==> config.mk <==
export PLATFORM = sky130hd
export DESIGN_NAME = mce_bank_logger
export DESIGN_NICKNAME = d
export VERILOG_FILES = /design/src/rtl/mcelog_pkg.sv /design/src/rtl/mcelog_gate.sv /design/src/rtl/mcelog_bank.sv /design/src/rtl/mce_bank_logger.sv
export SDC_FILE = /design/constraint.sdc
export NUM_CORES = 2
export LEC_CHECK = 0
export CORE_MARGIN = 1.5
export CORE_UTILIZATION = 45
export DETAILED_ROUTE_END_ITERATION = 7
export DONT_BUFFER_PORTS = 1
export PLACE_DENSITY = 0.64
export RECOVER_POWER = 25
export REMOVE_ABC_BUFFERS = 1
export SYNTH_ARGS = -nofsm -noshare
export SYNTH_HDL_FRONTEND = slang
export SYNTH_SLANG_ARGS = --single-unit
==> constraint.sdc <==
create_clock -name clk -period 7.5 [get_ports clk]
set_input_delay 1.5 -clock clk [delete_from_list [all_inputs] [get_ports clk]]
set_output_delay 1.5 -clock clk [all_outputs]
set_load 0.02 [all_outputs]
==> src/rtl/mcelog_pkg.sv <==
package mcelog_pkg;
  localparam int WORD      = 64;
  localparam int ST_VAL    = 63;
  localparam int ST_OVF    = 62;
  localparam int ST_UNC    = 61;
  localparam int CAP_GP    = 8;
  localparam int GS_INPROG = 2;

  typedef logic [WORD-1:0] word_t;

  localparam word_t OVF_MASK = word_t'(1) << ST_OVF;

  typedef enum logic [2:0] {
    ACT_NONE,
    ACT_HALT,
    ACT_UNC,
    ACT_COR,
    ACT_MARK
  } act_e;
endpackage

==> src/rtl/mcelog_gate.sv <==
module mcelog_gate
  import mcelog_pkg::*;
#(
  parameter int NBANK = 4
) (
  input  logic       fire,
  input  logic [7:0] bank,
  input  logic [7:0] cap_cnt,
  input  logic       cap_gp,
  input  word_t      ev_status,
  input  word_t      gctl,
  input  word_t      bctl,
  input  word_t      bstat,
  input  word_t      gstat,
  input  logic       mce_en,
  output act_e       act
);
  localparam logic [7:0] NB8 = 8'(NBANK);

  logic in_range;
  assign in_range = (bank < cap_cnt) && (bank < NB8);

  always_comb begin
    act = ACT_NONE;
    if (fire && in_range && ev_status[ST_VAL]) begin
      if (ev_status[ST_UNC]) begin
        if (cap_gp && (gctl != '1))                 act = ACT_NONE;
        else if (bctl != '1)                        act = ACT_NONE;
        else if (gstat[GS_INPROG] || !mce_en)       act = ACT_HALT;
        else                                        act = ACT_UNC;
      end else if (bstat[ST_VAL] && bstat[ST_UNC]) begin
        act = ACT_MARK;
      end else begin
        act = ACT_COR;
      end
    end
  end
endmodule

==> src/rtl/mcelog_bank.sv <==
module mcelog_bank
  import mcelog_pkg::*;
(
  input  logic  clk,
  input  logic  rst_n,
  input  logic  ctl_we,
  input  word_t ctl_wdata,
  input  logic  log_en,
  input  logic  mark_en,
  input  word_t new_status,
  input  word_t new_addr,
  input  word_t new_misc,
  output word_t ctl_q,
  output word_t status_q,
  output word_t addr_q,
  output word_t misc_q
);
  always_ff @(posedge clk or negedge rst_n) begin
    if (!rst_n) begin
      ctl_q    <= '1;
      status_q <= '0;
      addr_q   <= '0;
      misc_q   <= '0;
    end else begin
      if (ctl_we) ctl_q <= ctl_wdata;
      if (log_en) begin
        status_q <= new_status | (status_q[ST_VAL] ? OVF_MASK : '0);
        addr_q   <= new_addr;
        misc_q   <= new_misc;
      end else if (mark_en) begin
        status_q[ST_OVF] <= 1'b1;
      end
    end
  end
endmodule

==> src/rtl/mce_bank_logger.sv <==
module mce_bank_logger
  import mcelog_pkg::*;
#(
  parameter int NBANK = 4,
  localparam int SW   = $clog2(NBANK + 2),
  localparam int BIW  = (NBANK > 1) ? $clog2(NBANK) : 1
) (
  input  logic          clk,
  input  logic          rst_n,
  input  logic [63:0]   cap,
  input  logic          mce_en,
  input  logic          ev_valid,
  output logic          ev_ready,
  input  logic [7:0]    ev_bank,
  input  logic [63:0]   ev_status,
  input  logic [63:0]   ev_gstat,
  input  logic [63:0]   ev_addr,
  input  logic [63:0]   ev_misc,
  input  logic          ctl_we,
  input  logic [SW-1:0] ctl_sel,
  input  logic [63:0]   ctl_wdata,
  input  logic [7:0]    rd_bank,
  input  logic [1:0]    rd_sel,
  output logic [63:0]   rd_data,
  output logic [63:0]   gstat_o,
  output logic          irq,
  input  logic          irq_ack,
  output logic          shutdown
);
  localparam logic [7:0]    NB8      = 8'(NBANK);
  localparam logic [SW-1:0] SEL_GCTL = SW'(NBANK);
  localparam logic [SW-1:0] SEL_GST  = SW'(NBANK + 1);

  word_t b_ctl [NBANK];
  word_t b_st  [NBANK];
  word_t b_ad  [NBANK];
  word_t b_mi  [NBANK];

  word_t gctl_q, gstat_q;
  logic  rdy_q;
  act_e  act;

  logic           ev_fire, ev_in_arr, rd_in_arr;
  logic [BIW-1:0] ev_idx, rd_idx;
  word_t          sel_ctl, sel_st;

  assign ev_fire   = ev_valid && rdy_q;
  assign ev_in_arr = ev_bank < NB8;
  assign rd_in_arr = rd_bank < NB8;
  assign ev_idx    = ev_bank[BIW-1:0];
  assign rd_idx    = rd_bank[BIW-1:0];
  assign sel_ctl   = ev_in_arr ? b_ctl[ev_idx] : '1;
  assign sel_st    = ev_in_arr ? b_st[ev_idx]  : '0;

  mcelog_gate #(.NBANK(NBANK)) u_gate (
    .fire      (ev_fire),
    .bank      (ev_bank),
    .cap_cnt   (cap[7:0]),
    .cap_gp    (cap[CAP_GP]),
    .ev_status (ev_status),
    .gctl      (gctl_q),
    .bctl      (sel_ctl),
    .bstat     (sel_st),
    .gstat     (gstat_q),
    .mce_en    (mce_en),
    .act       (act)
  );

  for (genvar i = 0; i < NBANK; i++) begin : g_bank
    logic hit;
    assign hit = (ev_bank == 8'(i));
    mcelog_bank u_bank (
      .clk        (clk),
      .rst_n      (rst_n),
      .ctl_we     (ctl_we && (ctl_sel == SW'(i))),
      .ctl_wdata  (ctl_wdata),
      .log_en     (hit && ((act == ACT_UNC) || (act == ACT_COR))),
      .mark_en    (hit && (act == ACT_MARK)),
      .new_status (ev_status),
      .new_addr   (ev_addr),
      .new_misc   (ev_misc),
      .ctl_q      (b_ctl[i]),
      .status_q   (b_st[i]),
      .addr_q     (b_ad[i]),
      .misc_q     (b_mi[i])
    );
  end

  always_ff @(posedge clk or negedge rst_n) begin
    if (!rst_n) begin
      rdy_q    <= 1'b0;
      gctl_q   <= '1;
      gstat_q  <= '0;
      irq      <= 1'b0;
      shutdown <= 1'b0;
    end else begin
      rdy_q    <= 1'b1;
      shutdown <= (act == ACT_HALT);
      if (ctl_we && (ctl_sel == SEL_GCTL)) gctl_q <= ctl_wdata;
      if (act == ACT_UNC)                         gstat_q <= ev_gstat;
      else if (ctl_we && (ctl_sel == SEL_GST))    gstat_q <= ctl_wdata;
      if (act == ACT_UNC) irq <= 1'b1;
      else if (irq_ack)   irq <= 1'b0;
    end
  end

  always_comb begin
    rd_data = '0;
    if (rd_in_arr) begin
      unique case (rd_sel)
        2'd0: rd_data = b_ctl[rd_idx];
        2'd1: rd_data = b_st[rd_idx];
        2'd2: rd_data = b_ad[rd_idx];
        2'd3: rd_data = b_mi[rd_idx];
      endcase
    end
  end

  assign ev_ready = rdy_q;
  assign gstat_o  = gstat_q;
endmodule

==> metrics.txt <==
# TYPE chip_impl_metric gauge
chip_impl_info{name="run_status",value="finished with violations"} 1
chip_impl_info{name="violations",value="max-capacitance violations, max-slew violations"} 1
chip_impl_metric{name="clk_path_buf_depth",unit=""} 3
chip_impl_metric{name="path_clk_slew",unit="ns"} 0.06
chip_impl_metric{name="post_drt_wl_per_cell",unit="um"} 28.2
chip_impl_info{name="crit_path_capture_type",value="primary output"} 1
chip_impl_metric{name="clock_power_share",unit="%"} 42.8
chip_impl_info{name="worstHoldPathType",value="in2async"} 1
chip_impl_info{name="clock_root_buffer_master",value="sky130_fd_sc_hd__clkbuf_16"} 1
chip_impl_metric{name="tns",unit="ns"} 0
chip_impl_metric{name="dieWidth",unit="um"} 346
chip_impl_metric{name="cts_made_buffers",unit=""} 132
chip_impl_metric{name="max_freq",unit="MHz"} 195
chip_impl_metric{name="drc_errors",unit=""} 0
chip_impl_metric{name="cts_resized",unit=""} 0
chip_impl_metric{name="drt_iter0_markers",unit=""} 1587
chip_impl_metric{name="post-route-period-util",unit="%"} 68.5
chip_impl_metric{name="clk_latency",unit="ns"} 0.75
chip_impl_metric{name="internal_power",unit="mW"} 11.4
chip_impl_info{name="synth_top_flop_cell",value="sky130_fd_sc_hd__dfrtp_1"} 1
chip_impl_metric{name="yosysWarningCount",unit=""} 0
chip_impl_metric{name="post_synth_num_cell_types",unit=""} 45
chip_impl_metric{name="max_slew.worst_pin.slew",unit="ns"} 4.70
chip_impl_metric{name="grt.total_usage",unit="%"} 23.3
chip_impl_metric{name="mappedNetlistArea",unit="um2"} 52900
chip_impl_metric{name="firstDrtPassIters",unit=""} 5
chip_impl_metric{name="route.vias.total",unit=""} 29174
chip_impl_info{name="synth.largest_area_cell",value="sky130_fd_sc_hd__dfrtp_1"} 1
chip_impl_metric{name="synth_sequential_area_ratio",unit="%"} 55.4
chip_impl_metric{name="drt-vias-per-instance",unit=""} 5.98
chip_impl_metric{name="dp_cells",unit=""} 4625
chip_impl_metric{name="final_nets",unit=""} 3659
chip_impl_metric{name="asyncSetResetFlopFracSynth",unit="%"} 100
chip_impl_metric{name="h-tree-depth",unit=""} 4
chip_impl_metric{name="wl",unit="um"} 137000
chip_impl_metric{name="hold_viol_final",unit=""} 0
chip_impl_metric{name="seqPwrFrac",unit="%"} 49.8
chip_impl_metric{name="comb_power_share",unit="%"} 7.4
chip_impl_info{name="post-synth-top-count-cell",value="sky130_fd_sc_hd__dfrtp_1"} 1
chip_impl_info{name="cts_tree",value="built"} 1
chip_impl_metric{name="r2r.worst_path.cells",unit=""} 9
chip_impl_metric{name="min_period",unit="ns"} 5.14
chip_impl_metric{name="initial_core_util",unit="%"} 45.4
chip_impl_metric{name="report.final.setup_viol",unit=""} 0
chip_impl_metric{name="cts_hold_buffers",unit=""} 0
chip_impl_metric{name="power.ir.vdd_worst",unit="V"} 0.000196
chip_impl_metric{name="worst_hold_slack",unit="ns"} 0.456
chip_impl_metric{name="power_switching",unit="mW"} 3.56
chip_impl_metric{name="grt_pass1_wl",unit="um"} 210000
chip_impl_metric{name="fin_worst_skew",unit="ns"} 0.0260
chip_impl_metric{name="crit_required",unit="ns"} 6.00
chip_impl_metric{name="post_layout_nonfiller_instances",unit=""} 4877
chip_impl_metric{name="ys_ff_latch",unit=""} 1155
chip_impl_metric{name="grt_pass1_vias",unit=""} 32695
chip_impl_info{name="yosys-top-cells-count",value="835 x sky130_fd_sc_hd__dfrtp_1, 680 x sky130_fd_sc_hd__mux2_2, 396 x sky130_fd_sc_hd__mux2_1, 320 x sky130_fd_sc_hd__dfstp_2, 320 x sky130_fd_sc_hd__mux4_2"} 1
chip_impl_metric{name="cellLeakagePower",unit="nW"} 26.8
chip_impl_info{name="rsz_0062_raised_after_global_routing",value="false"} 1
chip_impl_metric{name="dp_hpwl",unit="um"} 87100
chip_impl_metric{name="largest_net_degree_at_the_start_of_global_routing",unit=""} 1156
chip_impl_metric{name="synthCells",unit=""} 3257
chip_impl_metric{name="slew_violations",unit=""} 159
chip_impl_metric{name="std_cell_rows",unit=""} 125
chip_impl_metric{name="worst-path-max-fanout",unit=""} 36
chip_impl_metric{name="maxSlewHeadroom",unit="%"} -213
chip_impl_metric{name="initial_antenna_violation_count",unit=""} 8
chip_impl_metric{name="post_route_cells_drive_above_1_share",unit="%"} 47.7
chip_impl_metric{name="critical_path_arrival",unit="ns"} 3.64
chip_impl_info{name="path_class",value="in2out"} 1
chip_impl_metric{name="aggregate_global_routing_overflow",unit=""} 0
chip_impl_metric{name="power",unit="mW"} 15.0
chip_impl_metric{name="synth_top_cell_area_share",unit="%"} 39.5
chip_impl_metric{name="globalplace.congestion",unit=""} 0.824
chip_impl_metric{name="area.growth.synth_to_final",unit="%"} 11.1
chip_impl_metric{name="power_switching_share",unit="%"} 23.7
chip_impl_metric{name="fp.dieArea",unit="um2"} 120000
chip_impl_info{name="timing.critical_path.from_type",value="primary input"} 1
chip_impl_metric{name="power-per-cell-area",unit="nW/um2"} 256
chip_impl_metric{name="cts_setup_buffers",unit=""} 0
chip_impl_metric{name="ant_nets",unit=""} 0
chip_impl_metric{name="numClockSinks",unit=""} 1155
chip_impl_metric{name="synth-edff-count",unit=""} 0
chip_impl_metric{name="cap_violations",unit=""} 3
chip_impl_metric{name="syn_avg_cell_area",unit="um2"} 16.2
chip_impl_metric{name="io_buffer_count",unit=""} 0
chip_impl_metric{name="core-area",unit="um2"} 116000
chip_impl_metric{name="io_pins",unit=""} 542
chip_impl_info{name="netlist_top_cells_area",value="sky130_fd_sc_hd__dfrtp_1 40%, sky130_fd_sc_hd__dfstp_2 16%, sky130_fd_sc_hd__mux2_2 14%, sky130_fd_sc_hd__mux4_2 14%, sky130_fd_sc_hd__mux2_1 8.4%"} 1
chip_impl_metric{name="die-height",unit="um"} 346
## critical path: stages
cell and delay [ns]:
sky130_fd_sc_hd__nor4_1 0.46, sky130_fd_sc_hd__nand2_4 0.46, sky130_fd_sc_hd__buf_4 0.55, sky130_fd_sc_hd__nor2b_1 0.57
## cell families (layout without fill, tap and decap cells)
family                   count (synthesis)  after routing  share of synthesized area (%)
adder cells (fa/ha/maj)                  7              7                          0.166
AO/OA/AOI/OAI                           95             95                           1.02
multiplexers                          1461           1461                           37.8
other                                    1             10                        0.00709
AND/OR/NAND/NOR                        312            312                           3.26
flip-flops                            1155           1155                           55.4
buffers and inverters                  226            313                           2.34
## metrics by stage
step | util [%] | setup WS [ns] | area, um2
finish | 50.5 | 2.36 | 58700
global route | 50.5 | 2.20 | 58700
CTS | 50.3 | 2.35 | 58600
detailed placement | 46.6 | 1.71 | 54200
global placement | 46.6 | 1.80 | 54200
floorplan | - | -0.261 | 51700
## flip-flops by register name, summed over array words and instances (netlist names)
signal                  count
g_bank.u_bank.addr_q      256
g_bank.u_bank.ctl_q       256
g_bank.u_bank.misc_q      256
g_bank.u_bank.status_q    256
gctl_q                     64
gstat_o                    64
ev_ready                    1
irq                         1
shutdown                    1
## power groups by stage
stage / Clock [mW] / Combinational [mW] / Sequential [mW]
finish: 6.42 / 1.11 / 7.48
global route: 6.85 / 1.20 / 7.54
CTS: 6.58 / 0.998 / 7.48
detailed placement: 0 / 0.995 / 7.58
global placement: 0 / 0.958 / 7.54
floorplan: 0 / 0.802 / 7.41
## cells in the final DEF (no fill, tap or decap), types with 15 or more instances in the layout
cell	instances
sky130_fd_sc_hd__a21oi_1	68
sky130_fd_sc_hd__and3_1	16
sky130_fd_sc_hd__buf_4	48
sky130_fd_sc_hd__clkbuf_1	40
sky130_fd_sc_hd__clkbuf_16	132
sky130_fd_sc_hd__clkbuf_8	30
sky130_fd_sc_hd__clkinv_2	15
sky130_fd_sc_hd__dfrtp_1	835
sky130_fd_sc_hd__dfstp_2	320
sky130_fd_sc_hd__mux2_1	398
sky130_fd_sc_hd__mux2_2	678
sky130_fd_sc_hd__mux2i_1	65
sky130_fd_sc_hd__mux4_2	320
sky130_fd_sc_hd__nand4_1	89
sky130_fd_sc_hd__nor2_1	74
sky130_fd_sc_hd__nor2b_1	65
sky130_fd_sc_hd__nor3_1	18
## path summary, 6_finish.rpt
path / from / to / slack, ns
worst min register to register: g_bank[3].u_bank.misc_q[34] / g_bank[3].u_bank.misc_q[34] / 0.48
worst max-delay path: rd_bank[5] / rd_data[37] / 2.36
worst max register to register: g_bank[2].u_bank.ctl_q[38] / g_bank[3].u_bank.status_q[10] / 2.72
worst min-delay path: rst_n / g_bank[1].u_bank.misc_q[5] / 0.46
max in group asynchronous: rst_n / g_bank[1].u_bank.misc_q[20] / 3.49
min in group clk: g_bank[3].u_bank.misc_q[34] / g_bank[3].u_bank.misc_q[34] / 0.48
## final cells by class
type / instances / area (um2)
Antenna cell: 9 / 22.5
Clock buffer: 199 / 3850
Clock inverter: 38 / 497
Fill cell: 9511 / 57600
Inverter: 10 / 37.5
Multi-Input combinational cell: 1876 / 22400
Sequential cell: 1155 / 29300
Tap cell: 1524 / 1910
Timing Repair Buffer: 66 / 717
## routing by layer
layer | vias up | global-route usage [%] | part of all wire [%]
met5 | - | 0 | 0.020
met4 | 4 | 8.82 | 3.3
met3 | 218 | 6.52 | 7.2
met2 | 822 | 37.9 | 49
met1 | 15817 | 29.7 | 41
li1 | 12313 | - | -
Power figures use the tool's default switching activity.
